==> src/rtl/cla_pkg.sv <==
package cla_pkg;

  localparam int unsigned SLICE_W = 4;

  // Flat carries of one 4-bit slice: bit i of the result is the carry into bit i+1.
  function automatic logic [3:0] slice_carries(input logic [3:0] g, input logic [3:0] p,
                                               input logic c0);
    logic [3:0] c;
    c[0] = g[0] | (p[0] & c0);
    c[1] = g[1] | (p[1] & g[0]) | (p[1] & p[0] & c0);
    c[2] = g[2] | (p[2] & g[1]) | (p[2] & p[1] & g[0]) | (p[2] & p[1] & p[0] & c0);
    c[3] = g[3] | (p[3] & g[2]) | (p[3] & p[2] & g[1]) | (p[3] & p[2] & p[1] & g[0])
         | (p[3] & p[2] & p[1] & p[0] & c0);
    return c;
  endfunction

  // Slice generate (bit 1) and slice propagate (bit 0).
  function automatic logic [1:0] slice_gp(input logic [3:0] g, input logic [3:0] p);
    logic sg;
    logic sp;
    sp = p[0] & p[1] & p[2] & p[3];
    sg = g[3] | (g[2] & p[3]) | (g[1] & p[2] & p[3]) | (g[0] & p[1] & p[2] & p[3]);
    return {sg, sp};
  endfunction

endpackage

==> src/rtl/cla_slice.sv <==
module cla_slice
  import cla_pkg::*;
(
  input  logic [3:0] a,
  input  logic [3:0] b,
  input  logic       cin,
  output logic [3:0] sum,
  output logic       slice_g,
  output logic       slice_p,
  output logic       slice_cout
);

  logic [3:0] bit_g;
  logic [3:0] bit_p;
  logic [3:0] carries;
  logic [3:0] carry_in_vec;

  assign bit_g        = a & b;
  assign bit_p        = a | b;
  assign carries      = slice_carries(bit_g, bit_p, cin);
  assign carry_in_vec = {carries[2:0], cin};
  assign sum          = a ^ b ^ carry_in_vec;
  assign {slice_g, slice_p} = slice_gp(bit_g, bit_p);
  assign slice_cout   = carries[3];

  // The flat carry-out must agree with the slice generate/propagate summary.
  always_comb begin
    p_slice_summary_r3: assert (slice_cout == (slice_g | (slice_p & cin)))
      else $error("slice carry-out disagrees with slice generate/propagate");
  end

  // Slice result equals plain arithmetic on its four bits.
  always_comb begin
    p_slice_sum_r1: assert ({slice_cout, sum} == ({1'b0, a} + {1'b0, b} + {4'b0, cin}))
      else $error("slice sum wrong");
  end

endmodule

==> src/rtl/cla_upper.sv <==
module cla_upper #(
  parameter int unsigned NSLICE = 4
) (
  input  logic [NSLICE-1:0] sg,
  input  logic [NSLICE-1:0] sp,
  input  logic              cin,
  output logic [NSLICE:0]   carry
);

  assign carry[0] = cin;

  // Carry into slice j as one flat sum of products over the slices below it.
  for (genvar j = 1; j <= NSLICE; j++) begin : g_carry
    always_comb begin
      logic acc;
      logic term;
      acc  = 1'b0;
      for (int k = 0; k < j; k++) begin
        term = sg[k];
        for (int m = k + 1; m < j; m++) term = term & sp[m];
        acc = acc | term;
      end
      term = cin;
      for (int m = 0; m < j; m++) term = term & sp[m];
      carry[j] = acc | term;
    end
  end

endmodule

==> src/rtl/cla_adder.sv <==
module cla_adder #(
  parameter int unsigned WIDTH = 16
) (
  input  logic [WIDTH-1:0] a,
  input  logic [WIDTH-1:0] b,
  input  logic             cin,
  output logic [WIDTH-1:0] sum,
  output logic             cout
);

  localparam int unsigned NSLICE = WIDTH / cla_pkg::SLICE_W;

  logic [NSLICE-1:0] sg;
  logic [NSLICE-1:0] sp;
  logic [NSLICE-1:0] local_cout;
  logic [NSLICE:0]   carry;

  for (genvar s = 0; s < NSLICE; s++) begin : g_slice
    cla_slice u_slice (
      .a          (a[4*s +: 4]),
      .b          (b[4*s +: 4]),
      .cin        (carry[s]),
      .sum        (sum[4*s +: 4]),
      .slice_g    (sg[s]),
      .slice_p    (sp[s]),
      .slice_cout (local_cout[s])
    );

    // Second-level carry into the next slice must match this slice's own flat carry-out.
    always_comb begin
      p_boundary_r3: assert (carry[s+1] == local_cout[s])
        else $error("lookahead carry at slice boundary %0d mismatches", s);
    end
  end

  cla_upper #(.NSLICE(NSLICE)) u_upper (
    .sg    (sg),
    .sp    (sp),
    .cin   (cin),
    .carry (carry)
  );

  assign cout = carry[NSLICE];

  always_comb begin
    p_cout_match_r2: assert (cout == local_cout[NSLICE-1])
      else $error("carry-out differs from top slice carry");
  end

  // Full-propagate case: carry-in passes straight through.
  always_comb begin
    if ((a ^ b) == {WIDTH{1'b1}}) begin
      p_fullprop_r4: assert ((sum == {WIDTH{~cin}}) && (cout == cin))
        else $error("full-propagate operands gave wrong result");
    end
  end

endmodule

==> config.mk <==
export PLATFORM = sky130hd
export DESIGN_NAME = cla_adder
export DESIGN_NICKNAME = d
export VERILOG_FILES = /design/src/rtl/cla_pkg.sv /design/src/rtl/cla_slice.sv /design/src/rtl/cla_upper.sv /design/src/rtl/cla_adder.sv
export SDC_FILE = /design/constraint.sdc
export NUM_CORES = 1
export LEC_CHECK = 0
export BUFFER_PORTS_ARGS = -buffer_cell sky130_fd_sc_hd__buf_2
export CORE_UTILIZATION = 40
export DETAILED_ROUTE_END_ITERATION = 8
export GPL_TIMING_DRIVEN = 1
export PLACE_DENSITY = 0.8
export SLEW_MARGIN = 5
export SYNTH_ARGS = -nofsm -noshare
export SYNTH_HDL_FRONTEND = slang
export SYNTH_HIERARCHICAL = 1
export SYNTH_SLANG_ARGS = --single-unit
==> constraint.sdc <==
create_clock -name vclk -period 4.3
set_input_delay 1.075 -clock vclk [all_inputs]
set_output_delay 1.075 -clock vclk [all_outputs]
set_load 0.005 [all_outputs]
==> flow_summary.ini <==
[place]
portBuffers = 50
placed_cells = 238
dp_hpwl_um = 1960
place_congestion = 0.794

[drt]
route.detailed.drc = 0
dr.pass1.iters = 4
ant_nets = 0
routedWlPerCell_um = 8.75
drt_iter0_markers = 19
wirelength_um = 2080
avgViaCountPerCell = 4.74
vias = 1129

[timing]
fmax_mhz = 243
slew_viol_final = 0
fin_crit_sh_pct = 95.8
tightest_slew_ps = 354
relSlewSlack_pct = 76.2
timing_hold_violations_final = 0
finalSetupTns_ps = 0
finalSetupViolCount = 0
fin_crit_ps = 4120
grt_setup_unrepaired = no

[grt]
overflow = 0
antenna_found_initial = 0
grt_max_degree = 5
grtUsageTotal_pct = 13.0
grt_pass1_wl_um = 3600
grt_pass1_vias = 1015

[synthesis]
syn_inst = 158
synth.cell_area_um2 = 1190
syn-num-nets = 231
yosys_warnings = 6
syn_avg_cell_area_um2 = 7.52

[power]
leakagePower_uw = 0.000949
ir_drop_mv = 0.0637
power_density_nw_per_um2 = 115

[cells_and_area]
final_common_cell = buf_2
fin_cells = 238
antenna_cells = 0
drive_gt1_share_pct = 26.1
seq_cell_count = 0
layout_common_cells = 50 x buf_2, 48 x inv_1, 36 x ha_1
num-fill-cells = 289
clock_buffers = 0
syn_to_final_growth_pct = 23.7
fin_nets = 282
seq_area_um2 = 0
multi_input_area_um2 = 1000

[clocking]
cts.repair.resized = 0
cts-hold-fix-buffers = 0
post_cts_buffers = 0

[floorplan]
dieArea_um2 = 3190
start_util_pct = 42.7
design.core.area_um2 = 2780
num_rows = 19
die_w_um = 56.5
io_pins = 50
die_h_um = 56.5

[run]
cap_viol_max_count = 0

[critical_path]
crit_type = input port to output pin
cp_num_buf_inv = 4
setup.worst_path.end_class = output pin
slowest_stage = a21o_1
cp_top_family = compound AO/OA/AOI/OAI gates
cp.required_ps = 3220
worstPathArrival_ps = 3050
path_cells = buf_2, inv_1, ha_1, inv_1, a21oi_1, o31ai_1, a21o_1, a21o_1, a21o_1, and2b_1, o211a_1, a211oi_1, buf_2
critPathMaxFanout = 4
path_common_cell = a21o_1
start_kind = input port
crit_path_max_incr_delay_ps = 210

[min_path]
hold_class = input port to output pin

[run_status]
status = finished, final reports clean
-- path summary, 6_finish.rpt --
path	from	slack, ps	cells after the start	end
min	b[6]	2600	5	sum[6]
max	a[1]	180	13	sum[15]
-- per-layer routing --
layer	vias to the layer above	GRT usage [%]	share of wire, %
met5	-	0	0
met2	30	27.1	51
met4	0	1.05	0.82
li1	610	-	-
met1	487	14.7	43
met3	2	0.691	4.8
-- worst min-delay path, stage by stage --
cell and delay (ps):
buf_2 100, inv_1 50, ha_1 120, xnor2_1 60
buf_2 120
-- cell type report --
class,count,area share [%]
repair buffers,50,17.0
well taps,31,2.64
inverters,48,12.3
multi-input cells,109,68.1
-- where the power goes --
group          leakage [uW]  total (uW)  internal [uW]  switching [uW]
sequential                0           0              0               0
clock                     0           0              0               0
combinational      0.000949         169           88.3            80.8
-- per-stage QoR --
stage	power, uW	utilization [%]	worst slack, ps	hold slack [ps]	instance area [um^2]
final	169	52.8	179	2600	1470
after global routing	194	52.8	43.0	2650	1470
after CTS	172	52.8	174	2610	1470
after detailed placement	171	52.8	181	2610	1470
after global placement	169	52.8	241	2590	1470
after floorplan	107	-	546	2370	1190
No activity file was read; power rests on OpenSTA's default activity.
